==> config.mk <==
export PLATFORM = sky130hd
export DESIGN_NAME = spi_master_engine
export DESIGN_NICKNAME = d
export VERILOG_FILES = /design/src/rtl/spi_pkg.sv /design/src/rtl/spi_fifo.sv /design/src/rtl/spi_tick_gen.sv /design/src/rtl/spi_shift_fsm.sv /design/src/rtl/spi_master_engine.sv
export SDC_FILE = /design/constraint.sdc
export NUM_CORES = 1
export LEC_CHECK = 0
export ABC_AREA = 1
export ABC_CLOCK_PERIOD_IN_PS = 5300
export BUFFER_PORTS_ARGS = -buffer_cell sky130_fd_sc_hd__buf_2
export CAP_MARGIN = 5
export CORE_UTILIZATION = 50
export CTS_CLUSTER_DIAMETER = 80
export DETAILED_ROUTE_END_ITERATION = 6
export PLACE_DENSITY = 0.72
export SETUP_SLACK_MARGIN = 0.4
export SLEW_MARGIN = 20
export SYNTH_ARGS = -nofsm -noshare
export SYNTH_HDL_FRONTEND = slang
export SYNTH_SLANG_ARGS = --single-unit
==> constraint.sdc <==
create_clock -name clk -period 5.3 [get_ports clk]
set_input_delay 1.06 -clock clk [delete_from_list [all_inputs] [get_ports clk]]
set_output_delay 1.06 -clock clk [all_outputs]
set_load 0.02 [all_outputs]
==> src/rtl/spi_pkg.sv <==
package spi_pkg;

    typedef enum logic [2:0] {
        ST_IDLE,
        ST_LEAD,
        ST_SHIFT,
        ST_TRAIL,
        ST_GAP
    } eng_state_t;

endpackage

==> src/rtl/spi_fifo.sv <==
module spi_fifo #(
    parameter int W     = 16,
    parameter int DEPTH = 4
) (
    input  logic                         clk,
    input  logic                         rst_n,
    input  logic                         push,
    input  logic [W-1:0]                 push_data,
    input  logic                         pop,
    output logic [W-1:0]                 head,
    output logic [$clog2(DEPTH+1)-1:0]   count,
    output logic                         full,
    output logic                         empty
);
    localparam int PTR_W = (DEPTH > 1) ? $clog2(DEPTH) : 1;
    localparam int CNT_W = $clog2(DEPTH+1);

    logic [W-1:0]     mem [DEPTH];
    logic [PTR_W-1:0] wr_ptr, rd_ptr;
    logic             push_ok, pop_ok;

    assign full    = (count == CNT_W'(DEPTH));
    assign empty   = (count == '0);
    assign push_ok = push & ~full;
    assign pop_ok  = pop & ~empty;
    assign head    = mem[rd_ptr];

    function automatic logic [PTR_W-1:0] ptr_inc(input logic [PTR_W-1:0] p);
        return (p == PTR_W'(DEPTH-1)) ? '0 : p + PTR_W'(1);
    endfunction

    always_ff @(posedge clk or negedge rst_n) begin
        if (!rst_n) begin
            wr_ptr <= '0;
            rd_ptr <= '0;
            count  <= '0;
        end else begin
            if (push_ok) wr_ptr <= ptr_inc(wr_ptr);
            if (pop_ok)  rd_ptr <= ptr_inc(rd_ptr);
            if (push_ok && !pop_ok)      count <= count + CNT_W'(1);
            else if (pop_ok && !push_ok) count <= count - CNT_W'(1);
        end
    end

    always_ff @(posedge clk) begin
        if (push_ok) mem[wr_ptr] <= push_data;
    end

endmodule

==> src/rtl/spi_tick_gen.sv <==
module spi_tick_gen #(
    parameter int PRE_W = 3
) (
    input  logic             clk,
    input  logic             rst_n,
    input  logic             run,
    input  logic [PRE_W-1:0] prescale,
    output logic             tick
);
    localparam int PCNT_W = (1 << PRE_W) - 1;

    logic [PCNT_W-1:0] pcnt;
    logic [PCNT_W-1:0] limit;

    assign limit = PCNT_W'((32'd1 << prescale) - 32'd1);
    assign tick  = run & (pcnt == limit);

    always_ff @(posedge clk or negedge rst_n) begin
        if (!rst_n)              pcnt <= '0;
        else if (!run)           pcnt <= '0;
        else if (pcnt == limit)  pcnt <= '0;
        else                     pcnt <= pcnt + PCNT_W'(1);
    end

endmodule

==> src/rtl/spi_shift_fsm.sv <==
module spi_shift_fsm
    import spi_pkg::*;
#(
    parameter int DATA_W = 16,
    parameter int DLY_W  = 8
) (
    input  logic                       clk,
    input  logic                       rst_n,
    input  logic                       enable,
    input  logic                       tick,
    input  logic                       cfg_cpol,
    input  logic                       cfg_cpha,
    input  logic                       cfg_lsb_first,
    input  logic [$clog2(DATA_W)-1:0]  cfg_frame_len,
    input  logic [DLY_W-1:0]           cfg_sck_div,
    input  logic [DLY_W-1:0]           cfg_lead_dly,
    input  logic [DLY_W-1:0]           cfg_trail_dly,
    input  logic [DLY_W-1:0]           cfg_gap_dly,
    input  logic                       tx_empty,
    input  logic [DATA_W-1:0]          tx_head,
    output logic                       tx_pop,
    input  logic                       rx_full,
    output logic                       rx_push,
    output logic [DATA_W-1:0]          rx_word,
    output logic                       run,
    output logic                       sck,
    output logic                       cs_n,
    output logic                       sout,
    input  logic                       sin
);
    localparam int LEN_W = $clog2(DATA_W);
    localparam int CNT_W = DLY_W + 2;

    eng_state_t        state_q, state_d;
    logic [CNT_W-1:0]  cnt;
    logic [LEN_W-1:0]  bidx;
    logic              sck_act;
    logic [DATA_W-1:0] tx_sh, rx_sh;

    logic [CNT_W-1:0]  period, half_act, half_idl;
    logic              lead_hit, trail_hit, gap_hit, act_hit, idl_hit;
    logic              ready, last_bit;
    logic              ev_start, ev_lead_edge, ev_trail_edge, ev_end_trail;
    logic [LEN_W-1:0]  pos_cur, pos_nxt, pos_first;

    // timing limits in ticks
    assign period    = CNT_W'(cfg_sck_div) + CNT_W'(2);
    assign half_act  = period >> 1;
    assign half_idl  = period - half_act;
    assign lead_hit  = (cnt == CNT_W'(cfg_lead_dly));
    assign trail_hit = (cnt == CNT_W'(cfg_trail_dly));
    assign gap_hit   = (cnt == CNT_W'(cfg_gap_dly) + CNT_W'(1));
    assign act_hit   = (cnt == half_act - CNT_W'(1));
    assign idl_hit   = (cnt == half_idl - CNT_W'(1));

    assign ready     = enable & ~tx_empty & ~rx_full;
    assign last_bit  = (bidx == cfg_frame_len);

    // bit positions for the selected order
    assign pos_cur   = cfg_lsb_first ? bidx : (cfg_frame_len - bidx);
    assign pos_nxt   = cfg_lsb_first ? (bidx + LEN_W'(1)) : (cfg_frame_len - bidx - LEN_W'(1));
    assign pos_first = cfg_lsb_first ? '0 : cfg_frame_len;

    // named events
    assign ev_start      = enable & (((state_q == ST_IDLE) & ready) |
                                     ((state_q == ST_GAP) & tick & gap_hit & ready));
    assign ev_lead_edge  = enable & tick & (((state_q == ST_LEAD) & lead_hit) |
                                            ((state_q == ST_SHIFT) & ~sck_act & idl_hit));
    assign ev_trail_edge = enable & tick & (state_q == ST_SHIFT) & sck_act & act_hit;
    assign ev_end_trail  = enable & tick & (state_q == ST_TRAIL) & trail_hit;

    assign tx_pop  = ev_start;
    assign rx_push = ev_end_trail;
    assign rx_word = rx_sh;
    assign run     = (state_q != ST_IDLE);
    assign sck     = cfg_cpol ^ sck_act;

    // next-state logic
    always_comb begin
        state_d = state_q;
        unique case (state_q)
            ST_IDLE:  if (ready) state_d = ST_LEAD;
            ST_LEAD:  if (tick && lead_hit) state_d = ST_SHIFT;
            ST_SHIFT: if (ev_trail_edge && last_bit) state_d = ST_TRAIL;
            ST_TRAIL: if (tick && trail_hit) state_d = ST_GAP;
            ST_GAP:   if (tick && gap_hit) state_d = ready ? ST_LEAD : ST_IDLE;
            default:  state_d = ST_IDLE;
        endcase
        if (!enable) state_d = ST_IDLE;
    end

    // state register
    always_ff @(posedge clk or negedge rst_n) begin
        if (!rst_n) state_q <= ST_IDLE;
        else        state_q <= state_d;
    end

    // outputs and datapath
    always_ff @(posedge clk or negedge rst_n) begin
        if (!rst_n) begin
            cnt     <= '0;
            bidx    <= '0;
            sck_act <= 1'b0;
            cs_n    <= 1'b1;
            sout    <= 1'b0;
            tx_sh   <= '0;
            rx_sh   <= '0;
        end else if (!enable) begin
            cnt     <= '0;
            sck_act <= 1'b0;
            cs_n    <= 1'b1;
        end else begin
            if ((state_d != state_q) || ev_lead_edge || ev_trail_edge) cnt <= '0;
            else if (tick)                                            cnt <= cnt + CNT_W'(1);

            if (ev_start) begin
                cs_n  <= 1'b0;
                tx_sh <= tx_head;
                rx_sh <= '0;
                bidx  <= '0;
                if (!cfg_cpha) sout <= tx_head[pos_first];
            end

            if (ev_lead_edge) begin
                sck_act <= 1'b1;
                if (cfg_cpha) sout <= tx_sh[pos_cur];
                else          rx_sh[pos_cur] <= sin;
            end

            if (ev_trail_edge) begin
                sck_act <= 1'b0;
                if (cfg_cpha) rx_sh[pos_cur] <= sin;
                if (!last_bit) begin
                    bidx <= bidx + LEN_W'(1);
                    if (!cfg_cpha) sout <= tx_sh[pos_nxt];
                end
            end

            if (ev_end_trail) cs_n <= 1'b1;
        end
    end

endmodule

==> src/rtl/spi_master_engine.sv <==
module spi_master_engine #(
    parameter int DATA_W     = 16,
    parameter int FIFO_DEPTH = 4,
    parameter int PRE_W      = 3,
    parameter int DLY_W      = 8
) (
    input  logic                           clk,
    input  logic                           rst_n,
    input  logic                           enable,
    input  logic                           cfg_cpol,
    input  logic                           cfg_cpha,
    input  logic                           cfg_lsb_first,
    input  logic [$clog2(DATA_W)-1:0]      cfg_frame_len,
    input  logic [PRE_W-1:0]               cfg_prescale,
    input  logic [DLY_W-1:0]               cfg_sck_div,
    input  logic [DLY_W-1:0]               cfg_lead_dly,
    input  logic [DLY_W-1:0]               cfg_trail_dly,
    input  logic [DLY_W-1:0]               cfg_gap_dly,
    input  logic [$clog2(FIFO_DEPTH)-1:0]  cfg_tx_water,
    input  logic [$clog2(FIFO_DEPTH)-1:0]  cfg_rx_water,
    input  logic                           tx_wr,
    input  logic [DATA_W-1:0]              tx_data,
    output logic                           tx_full,
    input  logic                           rx_rd,
    output logic [DATA_W-1:0]              rx_data,
    output logic                           rx_empty,
    input  logic [1:0]                     flag_clear,
    output logic                           flag_tx,
    output logic                           flag_rx,
    output logic                           sck,
    output logic                           cs_n,
    output logic                           sout,
    input  logic                           sin
);
    localparam int FCNT_W = $clog2(FIFO_DEPTH+1);

    logic              tx_empty, tx_pop, rx_full, rx_push, run, tick;
    logic [DATA_W-1:0] tx_head, rx_word;
    logic [FCNT_W-1:0] tx_count, rx_count;

    spi_fifo #(.W(DATA_W), .DEPTH(FIFO_DEPTH)) u_txq (
        .clk(clk), .rst_n(rst_n),
        .push(tx_wr), .push_data(tx_data), .pop(tx_pop),
        .head(tx_head), .count(tx_count), .full(tx_full), .empty(tx_empty)
    );

    spi_fifo #(.W(DATA_W), .DEPTH(FIFO_DEPTH)) u_rxq (
        .clk(clk), .rst_n(rst_n),
        .push(rx_push), .push_data(rx_word), .pop(rx_rd),
        .head(rx_data), .count(rx_count), .full(rx_full), .empty(rx_empty)
    );

    spi_tick_gen #(.PRE_W(PRE_W)) u_tick (
        .clk(clk), .rst_n(rst_n), .run(run), .prescale(cfg_prescale), .tick(tick)
    );

    spi_shift_fsm #(.DATA_W(DATA_W), .DLY_W(DLY_W)) u_fsm (
        .clk(clk), .rst_n(rst_n), .enable(enable), .tick(tick),
        .cfg_cpol(cfg_cpol), .cfg_cpha(cfg_cpha), .cfg_lsb_first(cfg_lsb_first),
        .cfg_frame_len(cfg_frame_len), .cfg_sck_div(cfg_sck_div),
        .cfg_lead_dly(cfg_lead_dly), .cfg_trail_dly(cfg_trail_dly),
        .cfg_gap_dly(cfg_gap_dly),
        .tx_empty(tx_empty), .tx_head(tx_head), .tx_pop(tx_pop),
        .rx_full(rx_full), .rx_push(rx_push), .rx_word(rx_word),
        .run(run), .sck(sck), .cs_n(cs_n), .sout(sout), .sin(sin)
    );

    // watermark flags, clear has priority for one cycle
    always_ff @(posedge clk or negedge rst_n) begin
        if (!rst_n) begin
            flag_tx <= 1'b0;
            flag_rx <= 1'b0;
        end else begin
            if (flag_clear[0])                             flag_tx <= 1'b0;
            else if (tx_count <= FCNT_W'(cfg_tx_water))    flag_tx <= 1'b1;
            if (flag_clear[1])                             flag_rx <= 1'b0;
            else if (rx_count > FCNT_W'(cfg_rx_water))     flag_rx <= 1'b1;
        end
    end

endmodule

## After elaboration in Yosys (flattened, before gate mapping)

Memories as Yosys holds them, arrays and structs flattened.
Cells that the tools add are included.

| operators by class | value |
|---|---|
| add/subtract/negate cells | 19 |
| $lt $le $gt $ge | 6 |
| eq/ne operators | 21 |
| shifts and indexed selects | 1 |
| multiplexer cells | 65 |
| bitwise operators | 30 |
| reduce and logical (&&, ||, !) cells | 24 |

Operators with widths:

| kind | number |
|---|---|
| 2-to-1 mux 16 bit | 7 |
| bitwise mux 16 bit | 2 |
| equality test 10 bit | 3 |
| 2-to-1 mux 10 bit | 3 |
| 2-to-1 mux 3 bit | 10 |
| 2-to-1 mux 1 bit | 26 |
| 2-to-1 mux 4 bit | 6 |
| AND 1 bit | 22 |
| equality test 10 x 8 -> 1 bit | 2 |
| less-than comparator 4 x 5 -> 1 bit (second input constant) | 3 |
| one-hot mux 3 bit (5 select lines) | 1 |
| 2-to-1 mux 7 bit | 2 |
| binary-select mux 1 bit (select 4 bit) | 3 |
| adder 10 x 1 -> 10 bit (second input constant) | 1 |
| subtractor 10 x 1 -> 10 bit (second input constant) | 1 |
| subtractor 10 x 9 -> 10 bit | 1 |
| subtractor 9 x 1 -> 10 bit (second input constant) | 1 |
| adder 8 x 1 -> 9 bit (second input constant) | 1 |
| adder 8 x 2 -> 9 bit (second input constant) | 1 |
| equality test 3 bit (second input constant) | 3 |
| logical AND 1 bit | 9 |
| zero test 3 bit | 3 |
| inequality test 3 x 1 -> 1 bit (second input constant) | 3 |
| adder 2 x 1 -> 2 bit (second input constant) | 4 |
| other kinds (27) | 48 |

| word-level totals | value |
|---|---|
| flip-flop bits (word level) | 75 |
| memory bits (writable) | 128 |
| output and inout bits | 23 |
| word-level logic and storage cells | 185 |
| memories kept | 2 |

Memories:

| memory | words | width | rd ports | clocked after Yosys merged registers in | write ports | RTL line | source |
|---|---|---|---|---|---|---|---|
| u_rxq.mem | 4 | 16 | 1 | 0 | 1 | spi_fifo.sv:18 | `logic [W-1:0] mem [DEPTH];` |
| u_txq.mem | 4 | 16 | 1 | 0 | 1 | spi_fifo.sv:18 |  |

## Logic depth before layout (Yosys ltp)

| logic depth | value |
|---|---|
| depth after elaboration | 18 |
| mapped depth | 25 |

## Hierarchy

From an unflattened synthesis, not the netlist that was laid out.

| unflattened totals | value |
|---|---|
| cell total of the unflattened synthesis | 1,579 |
| area, all modules | 13,021.2 um^2 |

By module, submodules not included:

| module | instances | cells each | area each (um^2) | sequential area each (um^2) |
|---|---|---|---|---|
| spi_fifo | 2 | 247 | 3,238.1 | 2,097.0 |
| spi_shift_fsm | 1 | 972 | 5,784.3 | 1,302.5 |
| spi_tick_gen | 1 | 86 | 575.6 | 175.2 |
| spi_master_engine | 1 | 27 | 185.2 | 50.0 |

## Worst setup path before layout

Ideal clock, no wire load.

| path | value |
|---|---|
| path type | input-to-reg |
| start point | input port cfg_gap_dly[0] |
| end point | register u_txq.count[1] |
| setup time | 0.125 ns |
| arrival time | 3.469 ns |
| data required time | 5.175 ns |
| setup slack | 1.706 ns |
| stages | 19 |
| buffers on the path | 2 |
| path through | ha_1 nand2_1 inv_1 nand2_1 nand2_1 nand2_1 nand3_1 nor2_1 nand2_1 nor2_1 nand3_2 nand2_1 buf_4 inv_2 buf_2 ha_1 inv_1 fa_1 mux2_2 |

| on the way | value |
|---|---|
| longest elaborated chain between the ends | 10 |
| elaborated cells on any way between the ends | 12 |
| classes of those cells | add/sub: 1; eq/ne: 1; mux: 1; bitwise: 5; reduce/logical: 4 |

Ends and longest elaborated chain:

| element | RTL line | source |
|---|---|---|
| from (decl) | spi_master_engine.sv:18 | `input logic [DLY_W-1:0] cfg_gap_dly,` |
| adder 8 x 1 -> 9 bit * | spi_shift_fsm.sv:52 | `assign gap_hit = (cnt == CNT_W'(cfg_gap_dly) + CNT_W'(1));` |
| equality test 10 bit * | spi_shift_fsm.sv:52 |  |
| AND 1 bit * (2 in a row) | spi_shift_fsm.sv:66 | `((state_q == ST_GAP) & tick & gap_hit & ready));` |
| OR 1 bit * | spi_shift_fsm.sv:65 | `assign ev_start = enable & (((state_q == ST_IDLE) & ready) \|` |
| AND 1 bit * | spi_shift_fsm.sv:65 |  |
| AND 1 bit * | spi_fifo.sv:25 | `assign pop_ok = pop & ~empty;` |
| zero test 1 bit | spi_fifo.sv:40 | `if (push_ok && !pop_ok) count <= count + CNT_W'(1);` |
| logical AND 1 bit | spi_fifo.sv:40 |  |
| 2-to-1 mux 3 bit or nonzero test 2 bit (tied branches) | -- |  |
| to (signal assigned) | spi_fifo.sv:40 |  |
| to (signal assigned) | spi_fifo.sv:41 | `else if (pop_ok && !push_ok) count <= count - CNT_W'(1);` |
| to (decl) | spi_fifo.sv:11 | `output logic [$clog2(DEPTH+1)-1:0] count,` |

Mark *: on every way between the ends. The rest lies on a longest branch, timed or not.
A chain may end at the register's enable or synchronous reset.

## Final worst setup path

| path | value |
|---|---|
| start point | input port cfg_sck_div[1] |
| end point | register u_fsm.sout |

| on the way | value |
|---|---|
| longest elaborated chain between the ends | 11 |
| elaborated cells on any way between the ends | 14 |
| classes of those cells | add/sub: 4; eq/ne: 2; mux: 4; bitwise: 4 |

Ends and longest elaborated chain:

| element | RTL line | source |
|---|---|---|
| from (decl) | spi_master_engine.sv:15 | `input logic [DLY_W-1:0] cfg_sck_div,` |
| adder 8 x 2 -> 9 bit * | spi_shift_fsm.sv:47 | `assign period = CNT_W'(cfg_sck_div) + CNT_W'(2);` |
| subtractor 10 x 9 -> 10 bit | spi_shift_fsm.sv:49 | `assign half_idl = period - half_act;` |
| subtractor 10 x 1 -> 10 bit | spi_shift_fsm.sv:54 | `assign idl_hit = (cnt == half_idl - CNT_W'(1));` |
| equality test 10 bit | spi_shift_fsm.sv:54 |  |
| AND 1 bit | spi_shift_fsm.sv:68 | `((state_q == ST_SHIFT) & ~sck_act & idl_hit));` |
| OR 1 bit | spi_shift_fsm.sv:67 | `assign ev_lead_edge = enable & tick & (((state_q == ST_LEAD) & lead_hit) \|` |
| AND 1 bit | spi_shift_fsm.sv:67 |  |
| 2-to-1 mux 1 bit | spi_shift_fsm.sv:124 | `if (ev_lead_edge) begin` |
| 2-to-1 mux 1 bit | spi_shift_fsm.sv:135 | `if (!cfg_cpha) sout <= tx_sh[pos_nxt];` |
| 2-to-1 mux 1 bit | spi_shift_fsm.sv:133 | `if (!last_bit) begin` |
| 2-to-1 mux 1 bit * | spi_shift_fsm.sv:130 | `if (ev_trail_edge) begin` |
| to (signal assigned) | spi_shift_fsm.sv:121 | `if (!cfg_cpha) sout <= tx_head[pos_first];` |
| to (signal assigned) | spi_shift_fsm.sv:126 | `if (cfg_cpha) sout <= tx_sh[pos_cur];` |
| to (signal assigned) | spi_shift_fsm.sv:135 |  |
| to (decl) | spi_shift_fsm.sv:28 | `output logic sout,` |

Marked as above.

==> impl_metrics.py <==
metrics = {
    "status": {
        "status": "complete, no violations",
    },
    "pwr": {
        "leakagePower_nw": 5.95,
        "combPwrFrac_pct": 29.2,
        "power.share.switching_pct": 33.9,
        "p_total_w": 0.00545,
        "ir_drop_mv": 0.366,
        "switchingPower_w": 0.00185,
        "power_density_mw_per_mm2": 406,
        "p_seq_share_pct": 38.0,
        "power_frac_clock_pct": 32.8,
        "p_int_w": 0.00360,
    },
    "finish": {
        "syn2layout_area_growth_pct": 13.5,
        "drive_gt1_share_pct": 11.6,
        "fin_cells": 1836,
        "nets": 1619,
        "fin_util_pct": 58.5,
    },
    "logic_synthesis": {
        "postSynth.asyncResetShare_pct": 36.9,
        "ys_ff_latch": 203,
        "synth-edff-count": 128,
        "synth.area.mux_share_pct": 0.191,
        "synth.top_cell.area_share_pct": 32.5,
        "synth-adder-area-share_pct": 4.74,
        "netlist_area_mm2": 0.0118,
        "ys.flop_type": "edfxtp_1",
        "synth_nets": 1536,
        "synth_top_family_by_area": "simple AND/OR/NAND/NOR gates",
        "ys_top_cells_by_area": "edfxtp_1 (33%), dfrtp_1 (16%), nand2_1 (11%)",
        "ys_types": 45,
        "avgSynthCellArea_um2": 8.30,
        "synth_xor_area_share_pct": 3.93,
        "synth-compound-area-share_pct": 8.17,
        "yosysMostFrequentCell": "nand2_1",
        "synthDominantAreaCellType": "edfxtp_1",
        "yosys_warnings": 0,
        "ys_top_cells_by_count": "nand2_1 (355), inv_1 (167), nand3_1 (163)",
        "netlist_instances": 1423,
        "synthSimpleGateAreaFrac_pct": 27.2,
        "synth-seq-area-share_pct": 48.4,
    },
    "global_routing": {
        "grt_pass1_vias": 9048,
        "use_met3_pct": 3.33,
        "track_usage_pct": 22.3,
        "grt_pass1_wl_um": 43700,
        "antenna_found_initial": 2,
        "grt_max_degree": 76,
        "grt_util_met1_pct": 29.3,
        "grtUsageMet2_pct": 38.7,
        "gr-total-overflow": 0,
        "busiest_layer": "met2",
    },
    "floorplanning": {
        "core-area_mm2": 0.0229,
        "io_pins": 93,
        "start_util_pct": 51.6,
        "die_w_um": 156,
        "die_h_um": 156,
        "dieArea_mm2": 0.0242,
        "rows": 55,
    },
    "worst_setup_path": {
        "crit_arrival_ns": 4.25,
        "cp_slowest_stage_delay_ns": 0.47,
        "worst-setup-path-type": "primary input to register",
        "path_common_cell": "nand2_1",
        "cpMaxStageDelayCell": "a21oi_2",
        "end_kind": "register",
        "critPathMaxFanout": 10,
        "cp.required_ns": 5.73,
        "critPathLaunchType": "primary input",
        "crit_chain": "buf_2, ha_1, nand3_1, nor2_1, xnor2_1, ha_1, nor2_1, inv_1, nor2_1, nand2_1, nand2_1, nand2_1, nand3_1, nand3_1, nor2_1, nand3_2, a21oi_2, nand2_1, o211ai_1, nand2_1, nand2_1",
    },
    "cts": {
        "clk-insertion-delay-late_ns": 0.50,
        "cts.clk_slew.worst_paths_ns": 0.06,
        "cts_hold_buf": 0,
        "cts_made_buffers": 22,
        "clock_path_buffers": 3,
        "cts_tree": "done",
        "root_buffer": "clkbuf_16",
        "htreeDepth": 1,
        "cts_setup_buffers": 0,
        "clkSinkCount": 203,
        "cts_resized": 0,
    },
    "routing": {
        "dr.pass1.iters": 7,
        "ant_nets": 0,
        "routed_wirelength_um": 26800,
        "viasPerCell": 5.27,
        "drc_errors": 0,
        "num_vias": 9674,
        "drt_iter0_drc": 690,
        "wl_per_cell_um": 14.6,
    },
    "timing": {
        "rsz0062_at_grt": "no",
        "fin_crit_ns": 3.82,
        "final-setup-viol-count": 0,
        "timing.final.ws_setup_ns": 1.48,
        "fmax_mhz": 262,
        "hold_viol": 0,
        "finalClockSkew_ns": 0.0142,
        "relSlewSlack_pct": 37.3,
        "final_max_slew_viol_count": 0,
        "period_share_pct": 72.1,
        "fin_tns_setup_ns": 0,
        "tightest_slew_ns": 0.940,
    },
    "place": {
        "io_buffers": 92,
        "place_ws_ns": 1.03,
        "hpwl_um": 19000,
        "gp_congestion": 0.882,
        "dpl.cell_count": 1794,
    },
    "job": {
        "cap_violations": 0,
    },
    "worst_hold_path": {
        "hp-class": "register to register",
    },
}
power by group through the flow:
| stage | clock network (W) | registers, W | logic, W |
|---|---|---|---|
| 5_1_grt | 0.00187 | 0.00209 | 0.00180 |
| 2_1_floorplan | 0 | 0.00205 | 0.00117 |
| 3_5_place_dp | 0 | 0.00210 | 0.00159 |
| 3_3_place_gp | 0 | 0.00209 | 0.00155 |
| 6_report | 0.00178 | 0.00207 | 0.00159 |
| 4_1_cts | 0.00181 | 0.00207 | 0.00161 |
per-stage QoR:
stage | cell area [um2] | hold slack (ns)
finish | 13400 | 0.494
global route | 13400 | 0.518
CTS | 13400 | 0.495
detailed placement | 12500 | 0.478
global placement | 12500 | 0.471
floorplan | 11800 | 0.453
layout make-up:
class / count / area (um2)
fill: 2009 / 9510
clock buffer: 28 / 594
timing repair buffer: 102 / 551
inverter: 173 / 654
multi-input combinational: 1004 / 5230
antenna: 1 / 2.50
sequential: 203 / 5720
clock inverter: 12 / 263
tap: 313 / 392
routing by layer:
metal / wire length [um] / vias to the layer above
met5: 13 / -
met4: 514 / 2
met3: 1360 / 41
met2: 12800 / 269
met1: 12100 / 4475
li1: - / 4887
path summary, 6_finish.rpt:
check                                         start                            to  slack (ns)  cells past startpoint
setup / recovery                     cfg_sck_div[1]        u_fsm.sout$_DFFE_PN0P_        1.48                     21
hold / removal                  flag_tx$_DFFE_PN0P_           flag_tx$_DFFE_PN0P_        0.49                      2
setup reg to reg           u_fsm.cnt[7]$_DFFE_PN0P_    u_rxq.count[2]$_DFFE_PN0P_        2.01                     16
hold reg to reg                 flag_tx$_DFFE_PN0P_           flag_tx$_DFFE_PN0P_        0.49                      2
max in group asynchronous                     rst_n  u_fsm.rx_word[8]$_DFFE_PN0P_        4.18                      2
min in group asynchronous                     rst_n      u_fsm.cnt[1]$_DFFE_PN0P_        0.52                      1
worst max-delay path, delay by kind of cell:
kind            cells  cell delay, ns
compound gates      2            0.59
xor+xnor            1            0.45
fa+ha+maj           2            0.64
buf+inv             2            0.23
simple gates       14            1.28
flip-flops by register name, summed over array words and instances (netlist names), 3 cells and up:
signal,count
u_fsm.cnt,10
u_rxq.count,3
u_fsm.tx_sh,16
u_rxq.mem,64
u_fsm.bidx,4
u_fsm.rx_word,16
u_txq.mem,64
u_tick.pcnt,7
u_txq.count,3
u_fsm.state_q,3
placed cells by master, fill, tap and decap left out, types with 8 or more instances in the layout:
cell type and instances:
nand2_2 8, nand4_1 27, nand3_1 163, clkbuf_16 23
buf_2 91, nor2_1 134, nor3_1 16, nand2_1 355
edfxtp_1 128, dfrtp_1 74, buf_4 10, a21oi_1 31
ha_1 40, o21ai_0 102, bufinv_16 8, xnor2_1 16
o22ai_1 22, xor2_1 37, inv_1 167
kinds of logic after synthesis:
| logic type | count (synthesis) |
|---|---|
| adders and majority gates | 43 |
| muxes | 2 |
| DFF | 203 |
| xor gates and xnor gates | 53 |
| buffers and inverters | 216 |
| AOI/OAI and AO/OA | 175 |
| and+or+nand+nor | 731 |
(Power assumes the default switching activity.)
